### src/rtl/fcs_pkg.sv
package fcs_pkg;

    localparam int CRC_W  = 32;
    localparam int BYTE_W = 8;

    typedef logic [CRC_W-1:0]  crc_t;
    typedef logic [BYTE_W-1:0] byte_t;

    localparam crc_t GEN_POLY     = 32'h04C1_1DB7;
    localparam crc_t SEED_ONES    = '1;
    localparam crc_t GOOD_RESIDUE = 32'hC704_DD7B;

    typedef struct packed {
        logic  sof;
        logic  eof;
        byte_t data;
    } beat_t;

    typedef struct packed {
        logic valid;
        logic ok;
    } verdict_t;

    // Fold one byte, line order (bit 0 first), into an MSB-aligned register.
    function automatic crc_t crc_fold(crc_t cur, byte_t d);
        crc_t r;
        logic fb;
        r = cur;
        for (int i = 0; i < BYTE_W; i++) begin
            fb = r[CRC_W-1] ^ d[i];
            r  = {r[CRC_W-2:0], 1'b0};
            if (fb) r = r ^ GEN_POLY;
        end
        return r;
    endfunction

    // Transmit view: mirrored and inverted.
    function automatic crc_t tx_view(crc_t r);
        crc_t o;
        for (int i = 0; i < CRC_W; i++) o[i] = ~r[CRC_W-1-i];
        return o;
    endfunction

endpackage

### src/rtl/fcs_engine.sv
module fcs_engine
    import fcs_pkg::*;
(
    input  logic  clk,
    input  logic  rst,
    input  logic  take,
    input  beat_t beat,
    output crc_t  crc_q,
    output crc_t  crc_d
);

    crc_t base;

    always_comb begin
        base  = beat.sof ? SEED_ONES : crc_q;
        crc_d = take ? crc_fold(base, beat.data) : crc_q;
    end

    always_ff @(posedge clk) begin
        if (rst) crc_q <= SEED_ONES;
        else     crc_q <= crc_d;
    end


    idle_hold_chk: assert property (@(posedge clk) disable iff (rst)
        !take |=> $stable(crc_q));


    restart_seed_chk: assert property (@(posedge clk) disable iff (rst)
        (take && beat.sof && beat.data == '0) |=> crc_q == crc_fold(SEED_ONES, '0));

endmodule

### src/rtl/fcs_len_count.sv
module fcs_len_count #(
    parameter int MIN_LEN = 4
) (
    input  logic clk,
    input  logic rst,
    input  logic take,
    input  logic sof,
    output logic long_enough_d
);

    localparam int CNT_W = $clog2(MIN_LEN + 1);
    localparam logic [CNT_W-1:0] CAP = CNT_W'(MIN_LEN);

    logic [CNT_W-1:0] cnt_q, cnt_d;

    always_comb begin
        cnt_d = cnt_q;
        if (take) begin
            if (sof)             cnt_d = CNT_W'(1);
            else if (cnt_q < CAP) cnt_d = cnt_q + CNT_W'(1);
        end
        long_enough_d = (cnt_d >= CAP);
    end

    always_ff @(posedge clk) begin
        if (rst) cnt_q <= '0;
        else     cnt_q <= cnt_d;
    end


    sof_restart_chk: assert property (@(posedge clk) disable iff (rst)
        (take && sof) |=> cnt_q == CNT_W'(1));


    cap_bound_chk: assert property (@(posedge clk) disable iff (rst)
        cnt_q <= CAP);

endmodule

### src/rtl/fcs_verdict.sv
module fcs_verdict
    import fcs_pkg::*;
(
    input  logic     clk,
    input  logic     rst,
    input  logic     take,
    input  logic     eof,
    input  crc_t     crc_d,
    input  logic     long_enough_d,
    output verdict_t res_q
);

    verdict_t res_d;

    always_comb begin
        res_d.valid = take && eof;
        res_d.ok    = take && eof && long_enough_d && (crc_d == GOOD_RESIDUE);
    end

    always_ff @(posedge clk) begin
        if (rst) res_q <= '0;
        else     res_q <= res_d;
    end


    ok_needs_strobe_chk: assert property (@(posedge clk) disable iff (rst)
        res_q.ok |-> res_q.valid);


    strobe_cause_chk: assert property (@(posedge clk) disable iff (rst)
        !(take && eof) |=> !res_q.valid);

endmodule

### src/rtl/fcs_rx_check.sv
module fcs_rx_check
    import fcs_pkg::*;
#(
    parameter int MIN_LEN = 4
) (
    input  logic        clk,
    input  logic        rst,
    input  logic        in_valid,
    input  logic        in_sof,
    input  logic        in_eof,
    input  logic [7:0]  in_data,
    output logic        res_valid,
    output logic        res_ok,
    output logic [31:0] tx_fcs
);

    beat_t    beat;
    crc_t     crc_q, crc_d;
    logic     long_d;
    verdict_t res;

    assign beat = '{sof: in_sof, eof: in_eof, data: in_data};

    fcs_engine u_engine (
        .clk   (clk),
        .rst   (rst),
        .take  (in_valid),
        .beat  (beat),
        .crc_q (crc_q),
        .crc_d (crc_d)
    );

    fcs_len_count #(.MIN_LEN(MIN_LEN)) u_len (
        .clk           (clk),
        .rst           (rst),
        .take          (in_valid),
        .sof           (in_sof),
        .long_enough_d (long_d)
    );

    fcs_verdict u_verdict (
        .clk           (clk),
        .rst           (rst),
        .take          (in_valid),
        .eof           (in_eof),
        .crc_d         (crc_d),
        .long_enough_d (long_d),
        .res_q         (res)
    );

    assign res_valid = res.valid;
    assign res_ok    = res.ok;
    assign tx_fcs    = tx_view(crc_q);


    one_byte_frame_chk: assert property (@(posedge clk) disable iff (rst)
        (in_valid && in_sof && in_eof) |=> !res_ok);


    idle_no_verdict_chk: assert property (@(posedge clk) disable iff (rst)
        !in_valid |=> !res_valid);

endmodule

### config.mk
export PLATFORM = sky130hd
export DESIGN_NAME = fcs_rx_check
export DESIGN_NICKNAME = d
export VERILOG_FILES = /design/src/rtl/fcs_pkg.sv /design/src/rtl/fcs_engine.sv /design/src/rtl/fcs_len_count.sv /design/src/rtl/fcs_verdict.sv /design/src/rtl/fcs_rx_check.sv
export SDC_FILE = /design/constraint.sdc
export NUM_CORES = 1
export LEC_CHECK = 0
export BUFFER_PORTS_ARGS = -buffer_cell sky130_fd_sc_hd__buf_2
export CORE_MARGIN = 1
export CORE_UTILIZATION = 52
export CTS_CLUSTER_SIZE = 25
export DETAILED_ROUTE_END_ITERATION = 10
export PLACE_DENSITY_LB_ADDON = 0.1
export SYNTH_ARGS = -nofsm -noshare
export SYNTH_HDL_FRONTEND = slang
export SYNTH_SLANG_ARGS = --single-unit
### constraint.sdc
create_clock -name clk -period 2.8 [get_ports clk]
set_clock_uncertainty 0.05 [all_clocks]
set_input_delay 0.14 -clock clk [delete_from_list [all_inputs] [get_ports clk]]
set_output_delay 0.14 -clock clk [all_outputs]
set_load 0.05 [all_outputs]
---- After elaboration in Yosys (flattened, before gate mapping) ----
Cells that the tools add are included.
cells by class
  equality and inequality tests ........... 1
  mux-type cells .......................... 13
  reductions and logical operators ........ 3
  bitwise operators ....................... 48
  add/sub/neg operators ................... 1
  magnitude comparators ................... 2
operator list
  operator              count
  $mux 27               8
  $not 14->14           8
  $mux 32               2
  $eq 32x32->1 const B  1
  $not 1->1             32
  $mux 3                3
  $xor 1x1->1           8
  $add 3x1->3 const B   1
  $ge 3x3->1 const B    1
  $logic_and 1x1->1     3
  $lt 3x3->1 const B    1
word-level totals
  logic and storage cells ................. 72
  output and inout port bits .............. 34
  register bits after elaboration ......... 37

---- Longest topological paths before layout ----
  depth in word-level cells ............... 20
  mapped depth ............................ 10
  mapped depth without buffers ............ 8

---- Cells and area by module ----
Synthesis repeated with hierarchy kept, for this count alone.
second synthesis, totals
  cell total of the unflattened synthesis .. 341
  area, all modules ....................... 2842.7 sq um
modules (own cells, without submodules)
  module         instances  cells each  area an instance (sq um)
  fcs_engine     1          278         2431.1
  fcs_len_count  1          15          147.6
  fcs_verdict    1          16          143.9
  fcs_rx_check   1          32          120.1

---- Worst setup path after synthesis ----
Ideal clock, no wire load.
  path type ............................... register to register
  start point ............................. register u_engine.crc_q[31]
  end point ............................... register u_verdict.res_q[0] (netlist bit)
  period minus slack after synthesis ...... 2.698 ns
  arrival ................................. 2.545 ns
  cell stages (with the launch flop) ...... 11
  path slack .............................. 0.102 ns
  required time ........................... 2.647 ns
  path buffers ............................ 2
  path through ............................ dfxtp_1 buf_4 xnor2_1 or3_4 and2_4 buf_6 xor2_4 xnor2_1 mux2_2 or4_4 a2111oi_2
on the way
  word-level cells in the longest chain between the ends .. 18
  elaborated cells on any way between the ends .. 21
RTL lines
  item                                                            RTL line           text
  start, declared                                                 fcs_engine.sv:8    output crc_t crc_q,
  start signal, assigned                                          fcs_engine.sv:21   else crc_q <= crc_d;
  $mux 32                                                         fcs_engine.sv:15   base = beat.sof ? SEED_ONES : crc_q;
  $xor 1x1->1                                                     fcs_pkg.sv:30      fb = r[CRC_W-1] ^ d[i];
  $mux 27                                                         fcs_pkg.sv:32      if (fb) r = r ^ GEN_POLY;
  $not 14->14 (no source line) / $mux 27 (equally long branches)  --
  $mux 27 / $not 14->14 (equally long branches)                   --
  $not 14->14 (no source line) / $mux 27 (equally long branches)  --
  $mux 27 / $not 14->14 (equally long branches)                   --
  $mux 27                                                         fcs_pkg.sv:32
  [2 not listed]                                                  --
  $not 14->14 (no source line) / $mux 27 (equally long branches)  --
  $mux 27 / $not 14->14 (equally long branches)                   --
  $mux 27                                                         fcs_pkg.sv:32
  $not 14->14 (no source line)                                    --
  $mux 27                                                         fcs_pkg.sv:32
  $mux 32 *                                                       fcs_engine.sv:16   crc_d = take ? crc_fold(base, beat.data) : crc_q;
  $eq 32x32->1 *                                                  fcs_verdict.sv:17  res_d.ok = take && eof && long_enough_d && (crc_d == GOOD_RESIDUE);
  $logic_and 1x1->1 *                                             fcs_verdict.sv:17
  end signal, assigned                                            fcs_verdict.sv:22  else res_q <= res_d;
  end, declared                                                   fcs_verdict.sv:10  output verdict_t res_q
Every way passes the cells marked *; elsewhere a longest branch is shown, timed or not.
A chain may end at the register's enable or synchronous reset.

---- Worst setup path after layout ----
Ends and elaborated chain as after synthesis.

==> run summary <==
OUTCOME
--------------------------------------------------------------------------------------------------------
Outcome                                                                                        completed

ROUTE
--------------------------------------------------------------------------------------------------------
Post-Route WL                                                                                    7811 µm
Detailed-route wire length per cell                                                             16.07 µm
Total via count in the routed design                                                                2543
DRC viols                                                                                              0
Post-route ant nets                                                                                    0
DRC marker count from the first detailed-route iteration                                             296
Via density                                                                                        5.233
First-pass detailed-route iteration total                                                              4

TIMING
--------------------------------------------------------------------------------------------------------
Number of failing hold endpoints at the final stage                                                    0
Setup violation total in the final timing report                                                       0
Fmax                                                                                          0.3797 GHz
Actual transition at the worst max-transition pin                                              0.8821 ns
Remaining max-slew budget at the tightest pin                                                     41.13%
Unrepaired setup endpoints after global routing                                                    false
Sum of negative setup slack                                                                         0 ns
Fin. max-slew vios                                                                                     0
Time the final worst path needs with I/O delays and setup                                       2.634 ns
Period utilisation layout                                                                         94.07%

WORST SETUP PATH
--------------------------------------------------------------------------------------------------------
Req. time, crit path                                                                             2.95 ns
Startpoint of the lowest-slack register-to-register path                                    u_engine.crc_q[31]$_SDFF_PP1_
FF-to-FF End                                                                                u_verdict.res_q[0]$_SDFF_PP0_
Kind of launch point of the worst setup path                                                        flop
Largest stage delay, worst path                                                                  0.52 ns
Critical path fanouts, max                                                                             8
CP top delay family                                                                         XOR/XNOR gates
Chain of cells forming the critical path                                                    buf_4 -> xnor2_1 -> nor2_1 -> xnor2_2 -> xor2_1 -> buf_4 -> xor2_2 -> a211oi_1 -> or4_4 -> a2111oi_2
Count of cells along the worst register-to-register path                                              10
Number of buffers and inverters on the critical path                                                   2
Arrival time reported for the critical path endpoint                                             2.79 ns
Classification of the worst setup path                                                           reg2reg
Top cell by count, worst path                                                               sky130_fd_sc_hd__buf_4
Cell at the slowest stage of the critical path                                              sky130_fd_sc_hd__or4_4
Endpoint type of the worst setup path                                                               flop
Reg2Reg Setup Slack                                                                              0.17 ns

FINAL LAYOUT
--------------------------------------------------------------------------------------------------------
Total number of nets in the final design                                                             427
Multi-input combinational cell area                                                             1938 µm²
Final design utilization                                                                          63.05%
Layout Cells excl Fill                                                                               486
Most used cells in the layout excluding fill and tap cells                                  sky130_fd_sc_hd__xnor2_1 (66), sky130_fd_sc_hd__nor2_1 (48), sky130_fd_sc_hd__buf_2 (46), sky130_fd_sc_hd__nand2_1 (36)
Fraction of final layout cells with drive strength greater than 1                                 22.71%
Number of diodes added for antenna fixing                                                              0
Most common library cell in the layout ignoring fill and taps                               sky130_fd_sc_hd__xnor2_1
Fill cell total of the finished layout                                                               507
Growth of design area from synthesis to finish                                                    17.31%
Register area                                                                                  743.2 µm²

GLOBAL ROUTE
--------------------------------------------------------------------------------------------------------
Number of antenna violations at the first check in global routing                                      0
Remaining global-route overflow                                                                        0
Vias in the first global route                                                                      2491
All-layer global routing usage                                                                    27.95%
Met2 track utilization from global routing                                                        45.31%
Global routing usage on met1                                                                      36.12%
Maximum number of pins on one net before global-route repair                                          27
Global Route met3 Usage                                                                           5.238%
Wire length of the first global-routing pass                                                    12770 µm
Most crowded layer after global routing                                                             met2

YOSYS
--------------------------------------------------------------------------------------------------------
Mapped Nets                                                                                          375
Synthesis Warnings                                                                                     0
Synth async-reset ratio                                                                               0%
Cells after Synth                                                                                    361
Count of flip-flops with a built-in enable after synthesis                                             0
Area of the mapped netlist                                                                      2942 µm²
Register bit count reported by yosys                                                                  37
Seq/Total Area, Yosys                                                                             25.18%
Avg Synthesized Cell Area                                                                      8.148 µm²
Leading register cell type out of synthesis                                                 sky130_fd_sc_hd__dfxtp_1
Count of distinct cell types in the synthesized netlist                                               49

CLOCK TREE
--------------------------------------------------------------------------------------------------------
H-tree levels                                                                                          2
CTS sink count                                                                                        37
Total of hold buffers inserted after clock tree synthesis                                              0
Number of buffers on the longest clock path                                                            2
Clk Latency, worst-skew pair                                                                     0.30 ns
Cell at the root of the clock tree                                                          sky130_fd_sc_hd__clkbuf_8
CTS tree                                                                                           built
CTS Buf Count                                                                                          5
Post-CTS clock slew at the launch and capture registers of the worst setup and hold paths        0.08 ns

FLOORPLAN
--------------------------------------------------------------------------------------------------------
Site row count                                                                                        27
# IOs                                                                                                 47
Area of the placeable core                                                                      5473 µm²
Horizontal die dimension                                                                        77.21 µm
Vertical die dimension                                                                          77.21 µm
Initial Util                                                                                      53.75%
Area enclosed by the die boundary                                                               5961 µm²

POWER
--------------------------------------------------------------------------------------------------------
Total power density per cell area                                                           882.2 nW/µm²
Final Total Pwr                                                                                 3.044 mW
Static Leakage                                                                                  1.705 nW
Max VDD drop                                                                                   0.4829 mV

PLACED DESIGN
--------------------------------------------------------------------------------------------------------
Port Buffer Count                                                                                     46
Detailed placer's ending HPWL                                                                    6027 µm
Placed Instances                                                                                     478
Routability congestion estimate                                                                   0.9467

HOLD PATH
--------------------------------------------------------------------------------------------------------
Hold path start                                                                                      rst
Class of the tightest hold or removal check                                                       in2reg
Hold path depth                                                                                        2

FLOW RUN
--------------------------------------------------------------------------------------------------------
Max Cap Viol                                                                                           0

[per-stage QoR]
step           cell area, µm²  setup WS (ns)  hold slack [ns]
2_1_floorplan            2942         0.1018           0.3054
3_3_place_gp             3304         0.1825           0.4368
3_5_place_dp             3304        0.06105           0.4435
4_1_cts                  3442        0.07481           0.1298
5_1_grt                  3451        0.01050           0.1455
6_report                 3451         0.1661           0.1335
[metal layers]
layer | part of all wire (%) | up-vias
met3 | 7.6 | 21
met1 | 44 | 1166
met4 | 3.2 | 0
li1 | - | 1256
met2 | 45 | 100
met5 | 0 | -
[state kept, by name, indices dropped and copies added, names as in the netlist, named ones only]
| name | count |
|---|---|
| u_engine.crc_q | 32 |
| u_verdict.res_q | 2 |
| u_len.cnt_q | 1 |
[repair_timing]
action	CTS	global route
gates resized for setup	0	4
endpoints found under the setup margin	0	1
setup buffers	0	0
[Yosys cell counts (3+ instances only)]
master                     number  area [µm²]
sky130_fd_sc_hd__buf_6          4       45.04
sky130_fd_sc_hd__xor2_1        21       183.9
sky130_fd_sc_hd__buf_4          3       22.52
sky130_fd_sc_hd__nand2_1       36       135.1
sky130_fd_sc_hd__buf_1          4       15.01
sky130_fd_sc_hd__nor2_1        48       180.2
sky130_fd_sc_hd__mux2i_1        6       60.06
sky130_fd_sc_hd__mux2_2         3       33.78
sky130_fd_sc_hd__nand4_1        3       18.77
sky130_fd_sc_hd__a211oi_1       4       30.03
sky130_fd_sc_hd__xnor3_1        6       135.1
sky130_fd_sc_hd__nand2b_1       4       25.02
sky130_fd_sc_hd__xnor2_1       66       578.1
sky130_fd_sc_hd__inv_1         35       131.4
sky130_fd_sc_hd__dfxtp_1       37       740.7
sky130_fd_sc_hd__o21ai_0       11       55.05
sky130_fd_sc_hd__o211ai_1      11       82.58
sky130_fd_sc_hd__clkbuf_1      12       45.04
sky130_fd_sc_hd__a211o_1        4       35.03
sky130_fd_sc_hd__a21o_1         3       22.52
sky130_fd_sc_hd__a21oi_1        5       25.02
[kinds of logic (layout without fill, tap and decap cells)]
group	Yosys count	after routing	share of synthesized area, %
fa+ha+maj	1	1	0.4253
mux	9	9	3.190
buf+inv	60	113	9.145
xor+xnor	98	98	34.33
simple gates	107	107	15.99
flops	37	37	25.18
compound gates	49	49	11.74
[worst max path at each step]
stage | from | to | slack [ns] | cells past startpoint
global route | u_engine.crc_q[31]$_SDFF_PP1_ | u_verdict.res_q[0]$_SDFF_PP0_ | 0.01 | 10
global placement | u_engine.crc_q[28]$_SDFF_PP1_ | u_verdict.res_q[0]$_SDFF_PP0_ | 0.18 | 9
floorplan | u_engine.crc_q[31]$_SDFF_PP1_ | u_verdict.res_q[0]$_SDFF_PP0_ | 0.10 | 10
detailed placement | u_engine.crc_q[28]$_SDFF_PP1_ | u_verdict.res_q[0]$_SDFF_PP0_ | 0.06 | 8
CTS | u_engine.crc_q[28]$_SDFF_PP1_ | u_verdict.res_q[0]$_SDFF_PP0_ | 0.07 | 8
finish | u_engine.crc_q[31]$_SDFF_PP1_ | u_verdict.res_q[0]$_SDFF_PP0_ | 0.17 | 10
[cell type report]
cell class / count / share of cell area, %
clock inverter: 3 / 1.994
sequential: 37 / 21.54
timing repair buffer: 70 / 11.89
tap: 72 / 2.611
clock buffer: 5 / 1.994
inverter: 35 / 3.807
multi-input combinational: 264 / 56.16
[power breakdown]
part | internal [mW] | switching, mW | leakage [nW]
logic | 0.722 | 1.02 | 1.33
registers | 0.620 | 0.100 | 0.306
clock network | 0.359 | 0.220 | 0.0687
[worst reg2reg max path, delay by kind of cell (launching register included)]
family | cells | cell delay, ns
xor gates and xnor gates | 4 | 0.82
and+or+nand+nor | 2 | 0.60
buffers and inverters | 2 | 0.37
AOI/OAI and AO/OA | 2 | 0.35
DFF | 1 | 0.35
(Power assumes the default switching activity.)
